### config.mk
export PLATFORM = sky130hd
export DESIGN_NAME = cond_reg_unit
export DESIGN_NICKNAME = d
export VERILOG_FILES = /design/src/rtl/cru_pkg.sv /design/src/rtl/cru_compare.sv /design/src/rtl/cru_fx_record.sv /design/src/rtl/cru_bit_pick.sv /design/src/rtl/cond_reg_unit.sv
export SDC_FILE = /design/constraint.sdc
export NUM_CORES = 1
export LEC_CHECK = 0
export ABC_AREA = 1
export BUFFER_PORTS_ARGS = -buffer_cell sky130_fd_sc_hd__buf_4
export CAP_MARGIN = 25
export CELL_PAD_IN_SITES_DETAIL_PLACEMENT = 0
export CELL_PAD_IN_SITES_GLOBAL_PLACEMENT = 1
export CORE_MARGIN = 2
export CORE_UTILIZATION = 33
export DETAILED_ROUTE_END_ITERATION = 12
export PLACE_DENSITY = 0.88
export SETUP_SLACK_MARGIN = 0.5
export SLEW_MARGIN = 25
export SYNTH_ARGS = -nofsm -noshare
export SYNTH_HDL_FRONTEND = slang
export SYNTH_SLANG_ARGS = --single-unit
### constraint.sdc
create_clock -name clk -period 3.1 [get_ports clk]
set_input_delay 0.465 -clock clk [delete_from_list [all_inputs] [get_ports clk]]
set_output_delay 0.465 -clock clk [all_outputs]
set_load 0.02 [all_outputs]
### src/rtl/cru_pkg.sv
package cru_pkg;
    localparam int CR_FIELDS = 8;
    localparam int FLD_W     = 4;
    localparam int CR_W      = CR_FIELDS * FLD_W;
    localparam int IDX_W     = $clog2(CR_W);
    localparam int FSEL_W    = $clog2(CR_FIELDS);

    typedef struct packed {
        logic [CR_FIELDS-1:0][FLD_W-1:0] fld;
        logic                            so;
    } cru_state_t;

    typedef struct packed {
        logic lt;
        logic gt;
        logic eq;
    } cru_rel_t;
endpackage

### src/rtl/cru_compare.sv
module cru_compare #(
    parameter int DATA_W = 32
) (
    input  logic [DATA_W-1:0] a,
    input  logic [DATA_W-1:0] b,
    input  logic              signed_mode,
    output cru_pkg::cru_rel_t rel
);
    logic lt_s, lt_u, eq_w;

    always_comb begin
        lt_s = $signed(a) < $signed(b);
        lt_u = a < b;
        eq_w = (a == b);
        rel.eq = eq_w;
        rel.lt = signed_mode ? lt_s : lt_u;
        rel.gt = !eq_w && !rel.lt;
    end

    always_comb begin
        AST_CMP_ONE_OUTCOME: assert ($countones({rel.lt, rel.gt, rel.eq}) == 1 || $isunknown({a, b, signed_mode}));
    end
endmodule

### src/rtl/cru_fx_record.sv
module cru_fx_record #(
    parameter int DATA_W = 32
) (
    input  logic [DATA_W-1:0] result,
    output cru_pkg::cru_rel_t rel
);
    always_comb begin
        rel.lt = result[DATA_W-1];
        rel.eq = (result == '0);
        rel.gt = !result[DATA_W-1] && (result != '0);
    end
endmodule

### src/rtl/cru_bit_pick.sv
module cru_bit_pick (
    input  logic [cru_pkg::CR_W-1:0]  cr,
    input  logic [cru_pkg::IDX_W-1:0] idx,
    output logic                      bit_o
);
    localparam int LAST = cru_pkg::CR_W - 1;
    logic [cru_pkg::IDX_W-1:0] flip;

    always_comb begin
        flip  = cru_pkg::IDX_W'(LAST) - idx;
        bit_o = cr[flip];
    end
endmodule

### src/rtl/cond_reg_unit.sv
module cond_reg_unit #(
    parameter int DATA_W = 32
) (
    input  logic                       clk,
    input  logic                       rst_n,
    input  logic                       cmp_valid,
    input  logic                       cmp_signed,
    input  logic [DATA_W-1:0]          cmp_a,
    input  logic [DATA_W-1:0]          cmp_b,
    input  logic [cru_pkg::FSEL_W-1:0] cmp_field,
    input  logic                       fx_rec_valid,
    input  logic [DATA_W-1:0]          fx_result,
    input  logic                       fp_rec_valid,
    input  logic [cru_pkg::FLD_W-1:0]  fp_flags,
    input  logic                       ovf_event,
    input  logic                       so_clear,
    input  logic [cru_pkg::IDX_W-1:0]  sel_index,
    output logic [cru_pkg::CR_W-1:0]   cr_out,
    output logic                       sel_bit
);
    import cru_pkg::*;

    cru_state_t st_d, st_q;
    cru_rel_t   cmp_rel, fx_rel;

    cru_compare #(.DATA_W(DATA_W)) u_cmp (
        .a(cmp_a), .b(cmp_b), .signed_mode(cmp_signed), .rel(cmp_rel)
    );

    cru_fx_record #(.DATA_W(DATA_W)) u_fx (
        .result(fx_result), .rel(fx_rel)
    );

    always_comb begin
        st_d    = st_q;
        st_d.so = ovf_event | (st_q.so & ~so_clear);
        if (fx_rec_valid)
            st_d.fld[0] = {fx_rel.lt, fx_rel.gt, fx_rel.eq, st_d.so};
        if (fp_rec_valid)
            st_d.fld[1] = fp_flags;
        if (cmp_valid)
            st_d.fld[cmp_field] = {cmp_rel.lt, cmp_rel.gt, cmp_rel.eq, st_d.so};
    end

    always_ff @(posedge clk or negedge rst_n) begin
        if (!rst_n) st_q <= '0;
        else        st_q <= st_d;
    end

    for (genvar k = 0; k < CR_FIELDS; k++) begin : g_map
        assign cr_out[CR_W-1-k*FLD_W -: FLD_W] = st_q.fld[k];

        if (k >= 2) begin : g_hold
            AST_FIELD_HOLD: assert property (@(posedge clk) disable iff (!rst_n)
                !(cmp_valid && cmp_field == k) |=> $stable(cr_out[CR_W-1-k*FLD_W -: FLD_W]));
        end
    end

    cru_bit_pick u_pick (.cr(cr_out), .idx(sel_index), .bit_o(sel_bit));

    AST_SO_STICKY: assert property (@(posedge clk) disable iff (!rst_n)
        st_q.so && !so_clear |=> st_q.so);

    AST_SO_SET: assert property (@(posedge clk) disable iff (!rst_n)
        ovf_event |=> st_q.so);

    AST_FP_RECORD: assert property (@(posedge clk) disable iff (!rst_n)
        fp_rec_valid && !(cmp_valid && cmp_field == 1) |=> cr_out[27:24] == $past(fp_flags));

    AST_FX_ZERO: assert property (@(posedge clk) disable iff (!rst_n)
        fx_rec_valid && !(cmp_valid && cmp_field == 0) |=> cr_out[29] == ($past(fx_result) == '0));

    AST_CMP_WINS: assert property (@(posedge clk) disable iff (!rst_n)
        cmp_valid && cmp_field == 0 && fx_rec_valid |=>
        cr_out[29] == ($past(cmp_a) == $past(cmp_b)));
endmodule

==> flow_summary.json, run 1 <==
{
  "status": "complete, no violations",
  "first_iter_violations": 150,
  "powerDensity_nw_per_um2": 388,
  "syn_nets": 554,
  "sw_frac_of_total": 0.361,
  "rsz0062_at_grt": "no",
  "cp-end-kind": "output port",
  "ys_warn_count": 0,
  "cap_violations": 0,
  "rows": 33,
  "placedCellCount": 624,
  "grt.total_usage": 0.166,
  "cts.htree.levels": 2,
  "numCtsBuffers": 5,
  "fillerInstances": 841,
  "die_h_um": 97.2,
  "wire_per_inst_um": 12.4,
  "yosysMostFrequentCell": "nand2_1",
  "dieArea_um2": 9440,
  "holdBufCountCts": 0,
  "io_pins": 149,
  "drt-total-wl_um": 7840,
  "grt_pass1_vias": 2925,
  "setup_violations": 0,
  "nets": 674,
  "initial_utilization": 0.345,
  "synth_edf_count": 0,
  "dp_hpwl_um": 6640,
  "cp.arrival_ns": 1.65,
  "cts.clk_slew.worst_paths_ns": 0.06,
  "yosys.cell_types.count": 28,
  "synthSimpleGateAreaFrac": 0.242,
  "final.setup.tns_ns": 0,
  "total_power_mw": 1.52,
  "cts_sinks": 33,
  "synth_top_family_by_area": "simple AND/OR/NAND/NOR gates",
  "place.gp.congestion": 0.814,
  "cellLeakagePower_nw": 2.18,
  "clock_latency_ns": 0.28,
  "viasPerCell": 4.68,
  "cts_tree": "yes",
  "synth_area_um2": 2860,
  "p_comb_frac": 0.411,
  "port_buffers": 148,
  "skew_ns": 0.00325,
  "grt_pass1_wl_um": 13200,
  "yosysSeqAreaShare": 0.288,
  "async_flop_share": 1.00,
  "synth_ff_type": "dfrtp_1",
  "synthAdderAreaFrac": 0.140,
  "hold_class": "in2async",
  "p_sw_mw": 0.549,
  "grt_max_degree": 34,
  "grt.overflow.total": 0,
  "muxShareOfSynthArea": 0,
  "synth-compound-area-share": 0.152,
  "critPathLaunchType": "primary input",
  "area_growth_pct": 37.0,
  "root_buffer": "clkbuf_8",
  "worst_pin_slew_ns": 0.787,
  "n_antenna_cell": 0,
  "internal-power_mw": 0.972,
  "synthTopCellsByCount": "92 x nand2_1, 65 x inv_1, 44 x nor2_1, 33 x dfrtp_1",
  "cts_setup_buffers": 0,
  "worstPathRequired_ns": 2.63,
  "syn-mean-instance-area_um2": 7.05,
  "fp.dieW_um": 97.2,
  "yosysTopAreaCell": "dfrtp_1",
  "final_cells": 632,
  "cts_resized": 0,
  "yosys-top-cells-area": "dfrtp_1 29%, ha_1 14%, nand2_1 12%, inv_1 8.5%, buf_4 8.4%",
  "min_period_ns": 2.11,
  "final_hold_viol_count": 0,
  "clkPwrFrac": 0.200,
  "drc_errors": 0,
  "synthXorXnorAreaFrac": 0,
  "slew_violations": 0,
  "cts_buffer_depth": 2,
  "timing.fmax_mhz": 474,
  "antenna_found_initial": 0,
  "crit_path_max_fanout": 18,
  "period_share": 0.681,
  "pwr-share-seq": 0.389,
  "via_count": 2958,
  "worstSetupPathType": "in2out",
  "ant_nets": 0,
  "fp.coreArea_um2": 8300,
  "vdd_drop_max_uv": 169,
  "synth_cells": 406,
  "dr.pass1.iters": 4,
  "drive_gt1_frac": 0.306,
  "netlist.area_leader.share": 0.288,
  "slew_headroom": 0.475,
  "synth.ff_latch_count": 33
}
sequential cells by signal, indices dropped and copies added (netlist names):
signal / count
st_q: 1
cr_out: 32
stage by stage:
| step | worst slack [ns] | util | area [um^2] | hold WS, ns |
|---|---|---|---|---|
| floorplan | 1.27 | - | 2860 | 0.169 |
| global placement | 0.912 | 0.463 | 3840 | 0.426 |
| detailed placement | 0.873 | 0.463 | 3840 | 0.437 |
| CTS | 0.991 | 0.473 | 3930 | 0.136 |
| global route | 0.775 | 0.473 | 3930 | 0.159 |
| finish | 0.989 | 0.473 | 3930 | 0.119 |
power by group through the flow:
stage,Clock (mW),Combinational [mW],Sequential (mW)
floorplan,0,0.448,0.563
global placement,0,0.619,0.600
detailed placement,0,0.632,0.598
CTS,0.313,0.634,0.592
global route,0.329,0.695,0.604
finish,0.305,0.625,0.591
logic make-up after synthesis:
family / after synthesis
DFF: 33
AOI/OAI and AO/OA: 77
and+or+nand+nor: 163
buffers and inverters: 101
adders and majority gates: 32
area by class of cell:
| type | count | area (um^2) | area share |
|---|---|---|---|
| inverter | 66 | 248 | 0.0631 |
| tap | 105 | 131 | 0.0335 |
| clock buffer | 8 | 80.1 | 0.0204 |
| multi-input combinational | 272 | 1530 | 0.390 |
| sequential | 33 | 826 | 0.210 |
| timing repair buffer | 148 | 1110 | 0.283 |
critical path, cell delays in order:
cell      delay, ns
buf_4          0.17
inv_2          0.21
nor2_1         0.07
o22ai_1        0.17
o21ai_0        0.09
o211ai_1       0.16
o21a_1         0.16
buf_4          0.14
worst paths after layout:
kind,start,to,slack [ns],cells past startpoint
worst max-delay path,sel_index[0],sel_bit,0.99,8
worst min-delay path,rst_n,st_q[0]$_DFF_PN0_,0.12,1
worst max register to register,st_q[0]$_DFF_PN0_,cr_out[24]$_DFF_PN0_,1.66,4
worst min register to register,cr_out[7]$_DFFE_PN0P_,cr_out[7]$_DFFE_PN0P_,0.54,2
max in group asynchronous,rst_n,cr_out[27]$_DFF_PN0_,2.67,1
min in group clk,fp_flags[0],cr_out[24]$_DFF_PN0_,0.47,3
cell usage in the layout, fill, tap and decap left out:
cell	count
inv_1	65
a21oi_1	24
nand2_1	92
nor4_4	1
nand4_1	3
o22ai_1	2
o221ai_1	4
buf_4	148
a31oi_1	1
nor4_1	8
a21o_1	1
inv_2	1
clkbuf_8	5
nand2_2	3
dfrtp_1	33
nor3_1	2
nand3_2	1
nor2_2	1
a22oi_1	2
o21ai_0	31
nand2_4	1
o21a_1	7
o211ai_1	3
ha_1	32
o21ai_1	2
nor2_1	44
nand3_1	7
clkbuf_1	3
per-layer routing:
metal  global-route usage  part of all wire
met5                    0                 0
met4               0.0358             0.019
met3               0.0324             0.060
met2                0.302              0.50
met1                0.202              0.42
No activity file was read; power rests on OpenSTA's default activity.
==> inputs of run 2 (changes only) <==
Settings changed: CORE_UTILIZATION 33 to 28, PLACE_DENSITY 0.88 to 0.79.
Clock period 3.1 ns to 1.8 ns, I/O delays scaled along.
==> flow_summary.json, run 2 (synthesis gave the netlist of run 1 again) <==
{
  "fillerInstances": 962,
  "cts_tree": "yes",
  "critPathLaunchType": "register",
  "rr_worst_depth": 5,
  "worst_r2r_endpoint": "cr_out[24]$_DFF_PN0_",
  "io_pins": 149,
  "cp.arrival_ns": 1.50,
  "drive_gt1_frac": 0.518,
  "reg2reg_from": "st_q[0]$_DFF_PN0_",
  "grt.overflow.total": 0,
  "critical-path-top-delay-family": "compound AO/OA/AOI/OAI gates",
  "place.gp.congestion": 0.853,
  "fp.dieW_um": 105,
  "timing.fmax_mhz": 564,
  "r2r_setup_slack_ns": 0.78,
  "largest_reg_flops": 32,
  "worst_pin_slew_ns": 0.459,
  "critical_path.startpoint": "cr_out[18]$_DFFE_PN0P_",
  "clock_latency_ns": 0.29,
  "worstSetupPathType": "reg2out",
  "n_antenna_cell": 0,
  "cts_sinks": 33,
  "drt-total-wl_um": 9180,
  "slew_violations": 0,
  "rsz0062_at_grt": "yes",
  "min_path_cells": 3,
  "antenna_found_initial": 0,
  "period_share": 0.986,
  "nets": 693,
  "cts_buffer_depth": 2,
  "port_buffers": 148,
  "layout_commonest_cell": "buf_4",
  "worstPathRequired_ns": 1.53,
  "crit_path_max_fanout": 3,
  "powerDensity_nw_per_um2": 624,
  "dieArea_um2": 11100,
  "cellLeakagePower_nw": 2.33,
  "grt_max_degree": 34,
  "worst-path-stages": 6,
  "final_cell_mix": "151 x buf_4, 69 x nand2_1, 39 x inv_1, 37 x nor2_1, 33 x dfrtp_1",
  "root_buffer": "clkbuf_8",
  "max_stage_delay_ns": 0.41,
  "first_iter_violations": 111,
  "fp.coreArea_um2": 9860,
  "critPathBufInv": 1,
  "area_growth_pct": 66.6,
  "die_h_um": 105,
  "setup_violations": 0,
  "vdd_drop_max_uv": 330,
  "slew_headroom": 0.693,
  "grt.total_usage": 0.165,
  "fin_area_um2": 4770,
  "grt_pass1_vias": 3197,
  "crit_chain": "o21ai_0 -> o211ai_1 -> nand3_1 -> nand2_1 -> o21a_2 -> buf_6",
  "placed_cell_area_um2": 4050,
  "grt_pass1_wl_um": 14900,
  "min_period_ns": 1.77,
  "cts.clk_slew.worst_paths_ns": 0.07,
  "dp_hpwl_um": 6920,
  "viasPerCell": 4.58,
  "final_cells": 679,
  "hold_class": "in2reg",
  "drc_errors": 0,
  "placedCellCount": 656,
  "endpoint": "sel_bit",
  "ant_nets": 0,
  "cp-end-kind": "output port",
  "cts.htree.levels": 2,
  "cap_violations": 0,
  "wire_per_inst_um": 13.5,
  "skew_ns": 0.000754,
  "cpMaxStageDelayCell": "dfrtp_1",
  "via_count": 3111,
  "rows": 36,
  "initial_utilization": 0.290,
  "dr.pass1.iters": 4,
  "status": "complete, no violations",
  "numCtsBuffers": 5,
  "final_hold_viol_count": 0
}
## run 2: layer usage
layer | track usage | wire length [um] | vias up
li1 | - | - | 1573
met1 | 0.196 | 3740 | 1424
met2 | 0.307 | 4750 | 102
met3 | 0.0299 | 593 | 12
met4 | 0.0352 | 98 | 0
met5 | 0 | 0 | -
## run 2: worst min-delay path by stage
| stage | start | endpoint | slack (ns) |
|---|---|---|---|
| after floorplan | rst_n | cr_out[0]$_DFFE_PN0P_ | -0.03 |
| after global placement | rst_n | st_q[0]$_DFF_PN0_ | 0.23 |
| after detailed placement | rst_n | cr_out[25]$_DFF_PN0_ | 0.24 |
| after CTS | fp_flags[0] | cr_out[24]$_DFF_PN0_ | 0.26 |
| after global routing | fp_flags[0] | cr_out[24]$_DFF_PN0_ | 0.28 |
| final | fp_flags[0] | cr_out[24]$_DFF_PN0_ | 0.26 |
## run 2: metrics by stage
stage                     setup TNS [ns]  hold WS (ns)   util  setup slack (ns)  total power [mW]
after detailed placement         -0.0533         0.242  0.411           -0.0287              2.16
after floorplan                        0       -0.0256      -             0.235              1.77
after global routing             -0.0611         0.282  0.484           -0.0611              3.16
after CTS                              0         0.263  0.464            0.0531              2.88
final                                  0         0.257  0.484            0.0256              2.98
after global placement                 0         0.235  0.411           0.00316              2.14
## run 2: cell type report
cell class                      count  area (um^2)  area share
Timing Repair Buffer              166         1310       0.274
Clock buffer                        8         80.1      0.0168
Tap cell                          133          166      0.0349
Sequential cell                    33          826       0.173
Inverter                           66          279      0.0585
Multi-Input combinational cell    273         2110       0.443
## run 2: worst reg2reg max path, cell delays in order (launching register included)
cell     delay [ns]
dfrtp_1        0.36
a21oi_1        0.14
buf_4          0.20
inv_1          0.07
nor2_1         0.09
a31oi_1        0.04
## run 2: what timing repair did
action / CTS / global route
cloned: 1 / 0
hold buffers: 1 / 0
hold endpoints to repair: 33 / 0
pin swaps: 29 / 22
gates resized for setup: 96 / 37
endpoints found under the setup margin: 25 / 25
buffers inserted: 5 / 8
## run 2: power breakdown
part	switching [mW]	internal, mW	total, mW
Combinational	0.725	0.709	1.43
Sequential	0.116	0.880	0.997
Clock	0.271	0.275	0.545
Total	1.11	1.86	2.98
==> inputs of run 3 (changes only) <==
Settings changed: BUFFER_PORTS_ARGS -buffer_cell sky130_fd_sc_hd__buf_4 to unset, CORE_UTILIZATION 28 to 39, DONT_BUFFER_PORTS set to 1, PLACE_DENSITY 0.79 to 0.78.
==> flow_summary.json, run 3 (synthesis gave the netlist of run 1 again) <==
{
  "status": "complete, no violations",
  "area_growth_pct": 29.1,
  "layout_commonest_cell": "nand2_1",
  "cp.arrival_ns": 1.46,
  "skew_ns": 0.00186,
  "powerDensity_nw_per_um2": 703,
  "worstPathRequired_ns": 1.53,
  "largest_reg_flops": 32,
  "grt_pass1_wl_um": 11700,
  "fp.dieW_um": 89.7,
  "worstSetupPathType": "reg2out",
  "initial_utilization": 0.399,
  "cp-end-kind": "output port",
  "clock_latency_ns": 0.29,
  "total_power_mw": 2.60,
  "n_antenna_cell": 0,
  "timing.fmax_mhz": 578,
  "viasPerCell": 5.20,
  "rows": 31,
  "grt.total_usage": 0.186,
  "grt.overflow.total": 0,
  "final_hold_viol_count": 0,
  "nets": 544,
  "cellLeakagePower_nw": 1.61,
  "port_buffers": 0,
  "cts_tree": "yes",
  "die_h_um": 89.7,
  "drc_errors": 0,
  "crit_path_max_fanout": 3,
  "place.gp.congestion": 0.829,
  "hold_class": "in2reg",
  "fillerInstances": 708,
  "cts.clk_slew.worst_paths_ns": 0.07,
  "placed_cell_area_um2": 2970,
  "io_pins": 149,
  "cts.htree.levels": 2,
  "final.setup.tns_ns": 0,
  "critPathLaunchType": "register",
  "setup_violations": 0,
  "first_iter_violations": 77,
  "antenna_found_initial": 0,
  "ant_nets": 0,
  "drive_gt1_frac": 0.407,
  "via_count": 2575,
  "cts_sinks": 33,
  "min_period_ns": 1.73,
  "wire_per_inst_um": 16.0,
  "fp.coreArea_um2": 7180,
  "dr.pass1.iters": 4,
  "grt_pass1_vias": 2462,
  "dieArea_um2": 8050,
  "rsz0062_at_grt": "yes",
  "cts_buffer_depth": 2,
  "dp_hpwl_um": 5760,
  "root_buffer": "clkbuf_8",
  "period_share": 0.961,
  "slew_violations": 0,
  "cap_violations": 0,
  "grt_max_degree": 34,
  "worst_pin_slew_ns": 0.484,
  "slew_headroom": 0.676,
  "fin_area_um2": 3700,
  "numCtsBuffers": 5,
  "vdd_drop_max_uv": 277,
  "final_cell_mix": "60 x nand2_1, 42 x inv_1, 38 x nor2_1, 26 x ha_4, 23 x nand2_2",
  "drt-total-wl_um": 7910
}
-- run 3: power breakdown --
| part | switching [mW] | total (mW) | internal, mW |
|---|---|---|---|
| registers | 0.232 | 1.13 | 0.894 |
| clock network | 0.275 | 0.579 | 0.304 |
| logic | 0.501 | 0.894 | 0.393 |
| total | 1.01 | 2.60 | 1.59 |
-- run 3: timing repair --
item                       in CTS  in global routing
hold buffers                    2                  0
hold endpoints to repair       33                  0
pin swaps                      31                 54
setup endpoints to repair      20                 25
gates resized for setup        66                 90
buffers inserted                1                  0
cloned                          1                  0
-- run 3: worst max-delay path, cell delays in order, from the launching register on --
cell	delay, ns
dfrtp_2	0.45
nor2_1	0.06
o221ai_1	0.23
nand3_1	0.11
o211ai_1	0.12
o21a_4	0.20
-- run 3: per-stage QoR --
| step | hold WS [ns] | util | setup slack [ns] | std cells |
|---|---|---|---|---|
| floorplan | -0.0256 | - | 0.235 | 406 |
| global placement | -0.0249 | 0.414 | 0.0980 | 484 |
| detailed placement | -0.0249 | 0.414 | 0.0830 | 484 |
| CTS | 0.132 | 0.470 | 0.0629 | 495 |
| global route | 0.168 | 0.515 | -0.0130 | 495 |
| finish | 0.128 | 0.515 | 0.0706 | 495 |
-- run 3: layout make-up --
cell class                 count  area [um^2]  share of cell area
clock buffer                   7         86.3              0.0234
timing repair buffer          17          150              0.0406
multi-input combinational    273         2190               0.593
tap                           99          124              0.0335
inverter                      66          297              0.0802
sequential                    33          847               0.229
-- run 3: final timing paths --
kind / cells past startpoint / slack [ns] / startpoint / endpoint
hold / removal: 2 / 0.13 / fx_rec_valid / cr_out[29]$_DFF_PN0_
setup / recovery: 5 / 0.07 / cr_out[15]$_DFFE_PN0P_ / sel_bit
min in group asynchronous: 2 / 0.43 / rst_n / cr_out[29]$_DFF_PN0_
hold reg to reg: 2 / 0.56 / cr_out[17]$_DFFE_PN0P_ / cr_out[17]$_DFFE_PN0P_
setup reg to reg: 3 / 0.55 / st_q[0]$_DFF_PN0_ / cr_out[28]$_DFF_PN0_
max in group asynchronous: 2 / 1.17 / rst_n / cr_out[27]$_DFF_PN0_
-- run 3: metal layers --
layer	vias to the layer above	GRT usage	part of all wire
li1	1267	-	-
met1	1195	0.228	0.39
met2	107	0.329	0.53
met3	6	0.0475	0.075
met4	0	0.0421	0.0083
met5	-	0	0
